## config.mk

```make
export PLATFORM = sky130hd
export DESIGN_NAME = regpend_scoreboard
export DESIGN_NICKNAME = d
export VERILOG_FILES = /design/src/rtl/regpend_pkg.sv /design/src/rtl/regpend_addr_dec.sv /design/src/rtl/regpend_unit_track.sv /design/src/rtl/regpend_src_check.sv /design/src/rtl/regpend_bits.sv /design/src/rtl/regpend_scoreboard.sv
export SDC_FILE = /design/constraint.sdc
export NUM_CORES = 1
export LEC_CHECK = 0
export ABC_CLOCK_PERIOD_IN_PS = 3700
export BUFFER_PORTS_ARGS = -buffer_cell sky130_fd_sc_hd__buf_2
export CAP_MARGIN = 0
export CORE_UTILIZATION = 41
export CTS_CLUSTER_SIZE = 14
export DETAILED_ROUTE_END_ITERATION = 12
export SYNTH_ARGS = -nofsm -noshare
export SYNTH_HDL_FRONTEND = slang
export SYNTH_SLANG_ARGS = --single-unit
```

## constraint.sdc

```tcl
create_clock -name clk -period 3.7 [get_ports clk]
set_input_delay 0.37 -clock clk [delete_from_list [all_inputs] [get_ports clk]]
set_output_delay 0.37 -clock clk [all_outputs]
set_load 0.02 [all_outputs]
```

## src/rtl/regpend_pkg.sv

```systemverilog
package regpend_pkg;

    typedef enum logic {
        ADDR_BINARY = 1'b0,
        ADDR_ONEHOT = 1'b1
    } addr_mode_e;

    // per-unit issue-time snapshot kept until the unit retires
    typedef struct packed {
        logic wflag;
        logic valid_issue;
    } issue_snap_t;

    function automatic int unsigned addr_width(input int unsigned nregs,
                                               input addr_mode_e mode);
        if (mode == ADDR_ONEHOT)
            return nregs;
        return (nregs > 1) ? $clog2(nregs) : 1;
    endfunction

    // completion with no result while a write was promised
    function automatic logic no_result_clear(input logic done,
                                             input logic lat_wflag,
                                             input logic rvalid);
        return done & lat_wflag & ~rvalid;
    endfunction

endpackage

```

## src/rtl/regpend_addr_dec.sv

```systemverilog
module regpend_addr_dec
    import regpend_pkg::*;
#(
    parameter int unsigned NUM_REGS = 32,
    parameter addr_mode_e  MODE     = ADDR_BINARY,
    parameter int unsigned AW       = addr_width(NUM_REGS, MODE)
) (
    input  logic [AW-1:0]       addr,
    input  logic                en,
    output logic [NUM_REGS-1:0] mask
);

    generate
        if (MODE == ADDR_ONEHOT) begin : g_onehot
            always_comb mask = en ? addr : '0;
        end else begin : g_binary
            localparam logic [NUM_REGS-1:0] ONE = NUM_REGS'(1);
            always_comb mask = en ? (ONE << addr) : '0;
        end
    endgenerate

endmodule

```

## src/rtl/regpend_unit_track.sv

```systemverilog
module regpend_unit_track
    import regpend_pkg::*;
#(
    parameter int unsigned NUM_REGS = 32,
    parameter addr_mode_e  MODE     = ADDR_BINARY,
    parameter int unsigned AW       = addr_width(NUM_REGS, MODE),
    parameter bit          IS_LDST  = 1'b0
) (
    input  logic                clk,
    input  logic                rst,
    input  logic                go,
    input  logic                sel,
    input  logic                wflag,
    input  logic [AW-1:0]       dest,
    input  logic                busy,
    input  logic                done,
    input  logic                rvalid,
    input  logic                wb_en,
    output logic [NUM_REGS-1:0] set_mask,
    output logic [NUM_REGS-1:0] clr_mask
);

    issue_snap_t   snap_q;
    logic [AW-1:0] dest_q;
    logic          take;
    logic          set_en;
    logic          drop_en;
    logic          clr_en;

    assign take    = go & sel;
    assign set_en  = take & wflag;
    assign drop_en = no_result_clear(done, snap_q.wflag, rvalid) & ~IS_LDST;
    assign clr_en  = wb_en | drop_en;

    always_ff @(posedge clk) begin
        if (rst) begin
            snap_q <= '0;
            dest_q <= '0;
        end else if (take) begin
            snap_q.wflag       <= wflag;
            snap_q.valid_issue <= 1'b1;
            dest_q             <= dest;
        end else if (!busy) begin
            snap_q <= '0;
        end
    end

    regpend_addr_dec #(.NUM_REGS(NUM_REGS), .MODE(MODE), .AW(AW)) i_set_dec (
        .addr (dest),
        .en   (set_en),
        .mask (set_mask)
    );

    regpend_addr_dec #(.NUM_REGS(NUM_REGS), .MODE(MODE), .AW(AW)) i_clr_dec (
        .addr (dest_q),
        .en   (clr_en),
        .mask (clr_mask)
    );

endmodule

```

## src/rtl/regpend_src_check.sv

```systemverilog
module regpend_src_check
    import regpend_pkg::*;
#(
    parameter int unsigned NUM_REGS = 32,
    parameter int unsigned NUM_SRCS = 3,
    parameter addr_mode_e  MODE     = ADDR_BINARY,
    parameter int unsigned AW       = addr_width(NUM_REGS, MODE)
) (
    input  logic                   active,
    input  logic [NUM_SRCS-1:0]    rden,
    input  logic [NUM_SRCS*AW-1:0] src,
    input  logic [NUM_REGS-1:0]    pend,
    output logic                   hazard
);

    logic [NUM_REGS-1:0] src_mask [NUM_SRCS];
    logic [NUM_REGS-1:0] probe;

    for (genvar s = 0; s < NUM_SRCS; s++) begin : g_src
        regpend_addr_dec #(.NUM_REGS(NUM_REGS), .MODE(MODE), .AW(AW)) i_dec (
            .addr (src[s*AW +: AW]),
            .en   (active & rden[s]),
            .mask (src_mask[s])
        );
    end

    always_comb begin
        probe = '0;
        for (int s = 0; s < NUM_SRCS; s++)
            probe = probe | src_mask[s];
    end

    assign hazard = |(probe & pend);

endmodule

```

## src/rtl/regpend_bits.sv

```systemverilog
module regpend_bits #(
    parameter int unsigned NUM_REGS = 32
) (
    input  logic                clk,
    input  logic                rst,
    input  logic [NUM_REGS-1:0] set_mask,
    input  logic [NUM_REGS-1:0] clr_mask,
    output logic [NUM_REGS-1:0] pend
);

    always_ff @(posedge clk) begin
        if (rst)
            pend <= '0;
        else
            pend <= (pend & ~clr_mask) | set_mask;
    end

endmodule

```

## src/rtl/regpend_scoreboard.sv

```systemverilog
module regpend_scoreboard
    import regpend_pkg::*;
#(
    parameter int unsigned          NUM_REGS   = 32,
    parameter int unsigned          NUM_UNITS  = 3,
    parameter int unsigned          NUM_SRCS   = 3,
    parameter addr_mode_e           MODE       = ADDR_BINARY,
    parameter logic [NUM_UNITS-1:0] LDST_UNITS = {1'b1, {(NUM_UNITS-1){1'b0}}},
    localparam int unsigned         AW         = addr_width(NUM_REGS, MODE)
) (
    input  logic                    clk,
    input  logic                    rst,
    input  logic [NUM_UNITS-1:0]    iss_go_i,
    input  logic [NUM_UNITS-1:0]    iss_sel_i,
    input  logic [NUM_UNITS-1:0]    iss_wflag_i,
    input  logic [NUM_UNITS*AW-1:0] iss_dest_i,
    input  logic [NUM_UNITS-1:0]    fu_busy_i,
    input  logic [NUM_UNITS-1:0]    fu_done_i,
    input  logic [NUM_UNITS-1:0]    fu_rvalid_i,
    input  logic [NUM_UNITS-1:0]    wb_en_i,
    input  logic                    chk_act_i,
    input  logic [NUM_SRCS-1:0]     chk_rden_i,
    input  logic [NUM_SRCS*AW-1:0]  chk_src_i,
    output logic                    hazard_o,
    output logic [NUM_REGS-1:0]     pend_o
);

    logic [NUM_REGS-1:0] unit_set [NUM_UNITS];
    logic [NUM_REGS-1:0] unit_clr [NUM_UNITS];
    logic [NUM_REGS-1:0] set_all;
    logic [NUM_REGS-1:0] clr_all;

    for (genvar u = 0; u < NUM_UNITS; u++) begin : g_unit
        regpend_unit_track #(
            .NUM_REGS (NUM_REGS),
            .MODE     (MODE),
            .AW       (AW),
            .IS_LDST  (LDST_UNITS[u])
        ) i_track (
            .clk      (clk),
            .rst      (rst),
            .go       (iss_go_i[u]),
            .sel      (iss_sel_i[u]),
            .wflag    (iss_wflag_i[u]),
            .dest     (iss_dest_i[u*AW +: AW]),
            .busy     (fu_busy_i[u]),
            .done     (fu_done_i[u]),
            .rvalid   (fu_rvalid_i[u]),
            .wb_en    (wb_en_i[u]),
            .set_mask (unit_set[u]),
            .clr_mask (unit_clr[u])
        );
    end

    always_comb begin
        set_all = '0;
        clr_all = '0;
        for (int u = 0; u < NUM_UNITS; u++) begin
            set_all = set_all | unit_set[u];
            clr_all = clr_all | unit_clr[u];
        end
    end

    regpend_bits #(.NUM_REGS(NUM_REGS)) i_bits (
        .clk      (clk),
        .rst      (rst),
        .set_mask (set_all),
        .clr_mask (clr_all),
        .pend     (pend_o)
    );

    regpend_src_check #(
        .NUM_REGS (NUM_REGS),
        .NUM_SRCS (NUM_SRCS),
        .MODE     (MODE),
        .AW       (AW)
    ) i_check (
        .active (chk_act_i),
        .rden   (chk_rden_i),
        .src    (chk_src_i),
        .pend   (pend_o),
        .hazard (hazard_o)
    );

endmodule

```

==> impl_metrics.toml, run 1 <==
[placed_design]
dp_cells = 754
numPortBuffers = 86
dpl.hpwl_mm = 13.48
pre_cts_ws_ns = 1.334
placed_cell_area_sq_um = 4439
gp_routability_congestion = 1.110

[setup_path]
cp.required_ns = 3.33
crit_arrival_ns = 2.19
cp-end-kind = "output port"
cp-start-kind = "input port"
cp_max_fo = 12
crit_type = "input port to output port"

[yosys]
netlist_area_sq_um = 3979
syn_inst = 571
synth-seq-area-share_pct = 24.65
avgSynthCellArea_sq_um = 6.968
synth_seq_cells = 49
synth_cell_type_count = 52
syn_nets = 628
ys.warnings.count = 0

[drt]
ant_nets = 0
drt-total-wl_mm = 16.84
drt-pass1-iter-count = 8
drcViolationCount = 0
via_count = 5193
wl_per_cell_microns = 22.10
drt_iter0_markers = 551
avgViaCountPerCell = 6.815

[sta]
fin_setup_tns_ns = 0
worst_slew_pin_slew_ns = 0.9198
setup_ws_ns = 1.143
max_freq_ghz = 0.3910
hold_viol = 0
period_share_pct = 69.12
rsz0062_at_grt = "no"
setup_viol = 0
fin_skew_ns = 0.01658
period_needed_ns = 2.557
slew_headroom_pct = 38.68
slew_violations = 0

[cts]
ctsResizeCount = 0
root_buffer = "clkbuf_8"
path_clk_slew_ns = 0.11
clk_path_buf_depth = 2
numCtsBuffers = 5
h-tree-depth = 2
hold_buffers = 0
clkSinkCount = 49
cts_setup_buffers = 0
cts_tree = "built"
insertion_delay_ns = 0.32

[global_routing]
grt_pass1_wl_mm = 25.04
grt_max_degree = 50
grt_antenna_before_repair = 0
overflow = 0
grt_pass1_vias = 4532
grt.total_usage_pct = 32.91

[die]
fp.dieArea_sq_um = 10100
coreArea_sq_um = 9328
die_h_microns = 100.5
io_pins = 90
start_util_pct = 42.66
die_width_microns = 100.5
std_cell_rows = 35

[min_path]
min-delay-path-class = "input port to register"

[finish]
final_core_util_pct = 48.60
fin_cells = 762
area_delta_synth_final_pct = 13.93
final_cell_mix = "buf_2 (86), nor2_1 (75), dfxtp_1 (49)"
final_nets = 689
final_common_cell = "buf_2"
final_cell_area_sq_um = 4533
insertedDiodeCount = 0
drive_gt1_share_pct = 17.38

[outcome]
status = "completed"

[power]
power-per-cell-area_nw_per_um2 = 248.6
ir_drop_mv = 0.1809
power.leakage_uw = 0.001498

[flow_run]
cap_viol_max_count = 0
## layer usage
layer,up-vias,track usage (%),part of all wire [%]
met5,-,0,0
met4,0,10.59,2.8
met3,50,7.698,13
met2,400,48.21,42
met1,2410,47.27,42
li1,2333,-,-
## sequential cells by signal, indices dropped and copies added, names as in the netlist
signal	cells
i_bits.pend	32
g_unit.i_track.dest_q	15
g_unit.i_track.snap_q	2
## cells in the mapped netlist (all sizes together)
cell type	n	share of area (%)
nor3b	9	2.1
a21oi	27	3.4
o31a	2	0.44
nand3	31	3.9
nor2	75	7.1
a32oi	5	1.1
o21a	2	0.38
or3	3	0.47
nor3	27	3.5
and3b	2	0.44
nand3b	17	3.2
o21bai	2	0.47
o21ai	61	7.9
a31oi	16	2.5
or2	2	0.38
a22oi	11	2.1
nand2	49	4.7
a221o	4	1.0
o41ai	2	0.44
o221ai	2	0.44
o211ai	1	0.19
nor2b	11	1.7
o32ai	1	0.22
clkbuf	23	2.2
a2111oi	3	0.82
nand2b	10	1.6
a221oi	16	3.7
nand4bb	3	0.85
and2	6	0.94
nand4	14	2.2
nor4	3	0.47
o22ai	41	6.4
nand4b	6	1.8
a211o	2	0.44
dfxtp	49	25
inv	3	0.28
o221a	1	0.28
o31ai	7	1.3
or3b	13	2.9
buf	9	1.1
## per-stage QoR
step                      power, uW  hold WS, ns
final                          1127       0.3062
after global routing           1168       0.3331
after CTS                      1120       0.3072
after floorplan               699.0       0.4436
after global placement        785.7       0.4518
after detailed placement      789.1       0.4558
## worst max-delay path: stages
cell      delay (ns)
buf_2           0.17
nand4b_1        0.34
o22ai_1         0.16
o21ai_0         0.39
nand4_1         0.17
nor4_1          0.29
nand2_1         0.11
buf_2           0.18
## cells by family (layout without fill, tap and decap cells)
| kind of cell | count (synthesis) | after routing | synth area share, % |
|---|---|---|---|
| compound gates | 206 | 206 | 33.52 |
| simple gates | 281 | 281 | 38.24 |
| flops | 49 | 49 | 24.65 |
| buf+inv | 35 | 97 | 3.585 |
## power by group
| group | switching (uW) | internal, uW |
|---|---|---|
| combinational | 157 | 70.8 |
| clock | 202 | 137 |
| sequential | 20.3 | 539 |
| total | 380 | 747 |
## worst paths after layout
path / startpoint / to / slack (ns) / cells after the start
worst min register to register: g_unit[0].i_track.snap_q[1] / g_unit[0].i_track.snap_q[1] / 0.47 / 2
worst max register to register: g_unit[0].i_track.dest_q[3] / i_bits.pend[12] / 1.61 / 5
worst min-delay path: fu_busy_i[0] / g_unit[0].i_track.snap_q[1] / 0.31 / 3
worst max-delay path: chk_act_i / hazard_o / 1.14 / 8
## layout make-up
| cell class | instances | area [sq um] |
|---|---|---|
| multi-input combinational | 487 | 2855 |
| sequential | 49 | 980.9 |
| tap | 129 | 161.4 |
| clock buffer | 5 | 68.82 |
| timing repair buffer | 86 | 430.4 |
| clock inverter | 3 | 25.02 |
| fill | 978 | 4795 |
| inverter | 3 | 11.26 |
Note: power is estimated with default switching activity, not from simulation.
==> inputs of run 2 (changes only) <==
Settings changed: ABC_CLOCK_PERIOD_IN_PS 3700 to 2550.
Clock period 3.7 ns to 2.55 ns, I/O delays scaled along.
==> run 2 against run 1 <==
Sequential cell count stayed put; sequential share of layout area shrank 0.38 points; final area rose by 1.8%; utilization rose by 0.87 points; total power increased by 54%; critical path depth is 2 lower; hold slack lost 0.11 ns; critical endpoint is now i_bits.pend[1]; highest routed layer unchanged.
==> impl_metrics.toml, run 2 (synthesized netlist as in run 1, its figures left out) <==
[outcome]
status = "completed"

[setup_path]
crit_type = "register to register"
crit_arrival_ns = 2.47
r2r_slack_ns = 0.26
cp-end-kind = "register"
ff2ff_path_depth = 6
cp.required_ns = 2.73
rr_endpoint = "i_bits.pend[1]"
cp_max_fo = 4
cp-start-kind = "register"
reg2reg_from = "g_unit[0].i_track.snap_q[1]"

[sta]
slew_violations = 0
slew_headroom_pct = 36.61
fin_setup_tns_ns = 0
hold_viol = 0
period_needed_ns = 2.295
max_freq_ghz = 0.4358
rsz0062_at_grt = "no"
worst_slew_pin_slew_ns = 0.9269
fin_skew_ns = 0.01864
period_share_pct = 89.99
setup_viol = 0

[global_routing]
grt_max_degree = 50
overflow = 0
grt_pass1_wl_mm = 25.54
grt.total_usage_pct = 33.38
grt_antenna_before_repair = 0
grt_pass1_vias = 4664

[cts]
clk_path_buf_depth = 2
hold_buffers = 0
numCtsBuffers = 5
root_buffer = "clkbuf_8"
cts_tree = "built"
cts_setup_buffers = 0
insertion_delay_ns = 0.32
path_clk_slew_ns = 0.11
h-tree-depth = 2
ctsResizeCount = 0
clkSinkCount = 49

[placed_design]
gp_routability_congestion = 1.046
placed_cell_area_sq_um = 4499
numPortBuffers = 86
dpl.hpwl_mm = 13.69

[die]
std_cell_rows = 35
die_h_microns = 100.5
die_width_microns = 100.5
start_util_pct = 42.66
coreArea_sq_um = 9328
io_pins = 90
fp.dieArea_sq_um = 10100

[finish]
final_cell_area_sq_um = 4614
insertedDiodeCount = 0
drive_gt1_share_pct = 18.41
final_nets = 697
area_delta_synth_final_pct = 15.97
largest_register_ffs = 32
final_common_cell = "buf_2"
top_regs = "i_bits.pend x32, g_unit.i_track.dest_q x15, g_unit.i_track.snap_q x2"
final_cell_mix = "buf_2 (86), nor2_1 (75), dfxtp_1 (49)"
top_register = "i_bits.pend"
nFillCells = 970

[flow_run]
cap_viol_max_count = 0

[power]
clock_power_share_pct = 33.8
switching_share_pct = 31.83
combPwrFrac_pct = 19.7
power-per-cell-area_nw_per_um2 = 376.9
p_seq_share_pct = 46.5
switchingPower_uw = 553.5
p_int_uw = 1186
ir_drop_mv = 0.1961
power.leakage_uw = 0.001547

[drt]
drt_iter0_markers = 618
via_count = 5278
ant_nets = 0
avgViaCountPerCell = 6.855
drt-pass1-iter-count = 7
drt-total-wl_mm = 17.09
drcViolationCount = 0
wl_per_cell_microns = 22.20

[min_path]
min-delay-path-class = "input port to register"
worstHoldPathCells = 3
min_to = "g_unit[0].i_track.dest_q[4]"
min-delay-start = "iss_dest_i[4]"
[run 2: per-stage QoR]
| step | setup slack (ns) | utilization [%] | std cells | power, uW | hold WS, ns |
|---|---|---|---|---|---|
| floorplan | 0.9014 | - | 571 | 1014 | 0.4025 |
| global placement | 0.3468 | 48.24 | 762 | 1149 | 0.4527 |
| detailed placement | 0.4160 | 48.24 | 762 | 1154 | 0.4587 |
| CTS | 0.4198 | 49.47 | 770 | 1734 | 0.1884 |
| global route | 0.2094 | 49.47 | 770 | 1799 | 0.1979 |
| finish | 0.2552 | 49.47 | 770 | 1739 | 0.1939 |
[run 2: layout make-up]
type / count / area, sq um / area share (%)
clock inverter: 3 / 46.29 / 1.003
tap: 129 / 161.4 / 3.498
sequential: 49 / 980.9 / 21.26
multi-input combinational: 487 / 2855 / 61.88
inverter: 3 / 11.26 / 0.2440
clock buffer: 5 / 68.82 / 1.491
timing repair buffer: 94 / 490.5 / 10.63
[run 2: worst max path at each step]
stage | startpoint | endpoint | slack [ns] | cells past startpoint
floorplan | chk_act_i | hazard_o | 0.90 | 7
global placement | chk_act_i | hazard_o | 0.35 | 9
detailed placement | fu_rvalid_i[0] | i_bits.pend[1] | 0.42 | 7
CTS | chk_act_i | hazard_o | 0.42 | 9
global route | g_unit[0].i_track.snap_q[1] | i_bits.pend[1] | 0.21 | 6
finish | g_unit[0].i_track.snap_q[1] | i_bits.pend[1] | 0.26 | 6
[run 2: power groups by stage]
stage	clock, uW	combinational (uW)	sequential, uW
floorplan	0	194	820
global placement	0	324	825
detailed placement	0	328	826
CTS	597	329	808
global route	623	363	812
finish	587	343	809
[run 2: routing by layer]
| layer | track usage [%] | up-vias | wire length (microns) |
|---|---|---|---|
| met5 | 0 | - | 0 |
| met4 | 9.922 | 0 | 529 |
| met3 | 9.085 | 54 | 2174 |
| met2 | 50.26 | 378 | 7339 |
| met1 | 46.45 | 2494 | 7048 |
| li1 | - | 2352 | - |
[run 2: critical path: stages, from the launching register on]
cell       delay, ns
dfxtp_1         0.35
and3b_1         0.19
o21bai_1        0.14
nor3_1          0.46
a221oi_1        0.19
a2111oi_0       0.77
nor2_1          0.07
==> inputs of run 3 (changes only) <==
--- a/config.mk
+++ b/config.mk
@@ -6,4 +6,5 @@
 export NUM_CORES = 1
 export LEC_CHECK = 0
+export ABC_AREA = 0
 export ABC_CLOCK_PERIOD_IN_PS = 2550
 export BUFFER_PORTS_ARGS = -buffer_cell sky130_fd_sc_hd__buf_2
==> constraint.sdc (replaced) <==
create_clock -name clk -period 2.55 [get_ports clk]
set_input_delay 0.255 -clock clk [delete_from_list [all_inputs] [get_ports clk]]
set_output_delay 0.255 -clock clk [all_outputs]
set_load 0.01 [all_outputs]
==> run 3 against run 2 <==
Sequential cell count unchanged; die area unchanged; critical path type is now input port to output port; hold slack got worse by 0.0082 ns; first-iteration DRC count increased by 7.3%; largest cell class unchanged; clock power decreased by 15%; cell count decreased by 0.65%; final area decreased by 1.3%; register-to-register slack improved by 0.31 ns; critical endpoint is now hazard_o; total power decreased by 5.9%; largest power group unchanged; via count decreased by 2.1%.
==> impl_metrics.toml, run 3 (synthesized netlist as in run 1, its figures left out) <==
[outcome]
status = "completed"

[finish]
final_cell_area_sq_um = 4556
final_nets = 692
final_common_cell = "buf_2"
area_delta_synth_final_pct = 14.50
final_core_util_pct = 48.84
drive_gt1_share_pct = 17.77
top_register = "i_bits.pend"
largest_register_ffs = 32
nFillCells = 965
top_regs = "i_bits.pend x32, g_unit.i_track.dest_q x15, g_unit.i_track.snap_q x2"
final_cell_mix = "buf_2 (86), nor2_1 (75), dfxtp_1 (49)"
insertedDiodeCount = 0

[setup_path]
cp.required_ns = 2.30
cpPeakStageDelay_ns = 0.39
crit_chain = "buf_2, nand4bb_1, o22ai_1, o21ai_0, nand4_1, nor4_1, nand2_1, buf_2"
cp_common_cell = "buf_2"
path_delay_family = "simple AND/OR/NAND/NOR gates"
cp_slowest_cell = "nand4bb_1"
crit_type = "input port to output port"
cp-end-kind = "output port"
cp.buffers_inverters = 2
cp-start-kind = "input port"
crit_arrival_ns = 1.87
cp_max_fo = 12

[placed_design]
gp_routability_congestion = 1.056
dpl.hpwl_mm = 13.44
pre_cts_ws_ns = 0.4816
placed_cell_area_sq_um = 4462
numPortBuffers = 86

[sta]
holdWs_ns = 0.1857
slew_headroom_pct = 38.92
period_share_pct = 83.49
worst_slew_pin_slew_ns = 0.9161
setup_ws_ns = 0.4211
max_freq_ghz = 0.4697
hold_viol = 0
slew_violations = 0
fin_setup_tns_ns = 0
fin_skew_ns = 0.01837
rsz0062_at_grt = "no"
setup_viol = 0
period_needed_ns = 2.129

[min_path]
min-delay-path-class = "input port to register"

[power]
switching_share_pct = 33.61
power-per-cell-area_nw_per_um2 = 359.4
clock_power_share_pct = 30.4
p_seq_share_pct = 49.7
p_int_uw = 1087
switchingPower_uw = 550.3
ir_drop_mv = 0.2422
combPwrFrac_pct = 20.0
power.leakage_uw = 0.001513

[die]
io_pins = 90
fp.dieArea_sq_um = 10100
die_h_microns = 100.5
std_cell_rows = 35
die_width_microns = 100.5
start_util_pct = 42.66
coreArea_sq_um = 9328

[global_routing]
grt.total_usage_pct = 32.75
grt_antenna_before_repair = 0
overflow = 0
grt_max_degree = 50
grt_pass1_wl_mm = 25.00
grt_pass1_vias = 4544

[drt]
ant_nets = 0
drcViolationCount = 0
wl_per_cell_microns = 22.02
avgViaCountPerCell = 6.756
drt-total-wl_mm = 16.85
via_count = 5168
drt-pass1-iter-count = 9
drt_iter0_markers = 663

[cts]
insertion_delay_ns = 0.32
clkSinkCount = 49
path_clk_slew_ns = 0.11
root_buffer = "clkbuf_8"
ctsResizeCount = 0
clk_path_buf_depth = 2
cts_setup_buffers = 0
cts_tree = "built"
h-tree-depth = 2
numCtsBuffers = 5
hold_buffers = 0

[flow_run]
cap_viol_max_count = 0
## run 3: through the flow
step           std cells  power (uW)
6_report             765        1637
5_1_grt              765        1701
4_1_cts              765        1628
3_5_place_dp         757        1142
3_3_place_gp         757        1138
2_1_floorplan        571        1010
## run 3: worst min-delay path: stages
cell and delay [ns]:
buf_2 0.09, nand3_1 0.07, a21oi_1 0.06
## run 3: final timing paths
path / from / endpoint / slack [ns] / depth (start not counted)
worst max-delay path: chk_act_i / hazard_o / 0.42 / 8
worst min-delay path: fu_busy_i[0] / g_unit[0].i_track.snap_q[1] / 0.19 / 3
worst max register to register: g_unit[2].i_track.dest_q[0] / i_bits.pend[5] / 0.57 / 5
worst min register to register: g_unit[1].i_track.snap_q[1] / g_unit[1].i_track.snap_q[1] / 0.47 / 2
## run 3: final cells by class
class	count	area (sq um)	share of cell area (%)
clock buffers	5	68.82	1.511
flip-flops and latches	49	980.9	21.53
inverters	3	11.26	0.2472
repair buffers	89	452.9	9.942
clock inverters	3	25.02	0.5493
multi-input cells	487	2855	62.68
well taps	129	161.4	3.543
## run 3: metal layers
layer	global-route usage (%)	wire length (microns)	part of all wire (%)	up-vias
met5	0	0	0	-
met4	7.246	425	2.5	0
met3	8.114	2078	12	51
met2	48.52	7156	42	381
met1	47.65	7185	43	2397
li1	-	-	-	2339
## run 3: power groups by stage
stage	logic, uW	clock network, uW	registers [uW]
floorplan	194	0	815
global placement	310	0	828
detailed placement	312	0	829
CTS	313	503	811
global route	349	536	816
finish	327	497	813
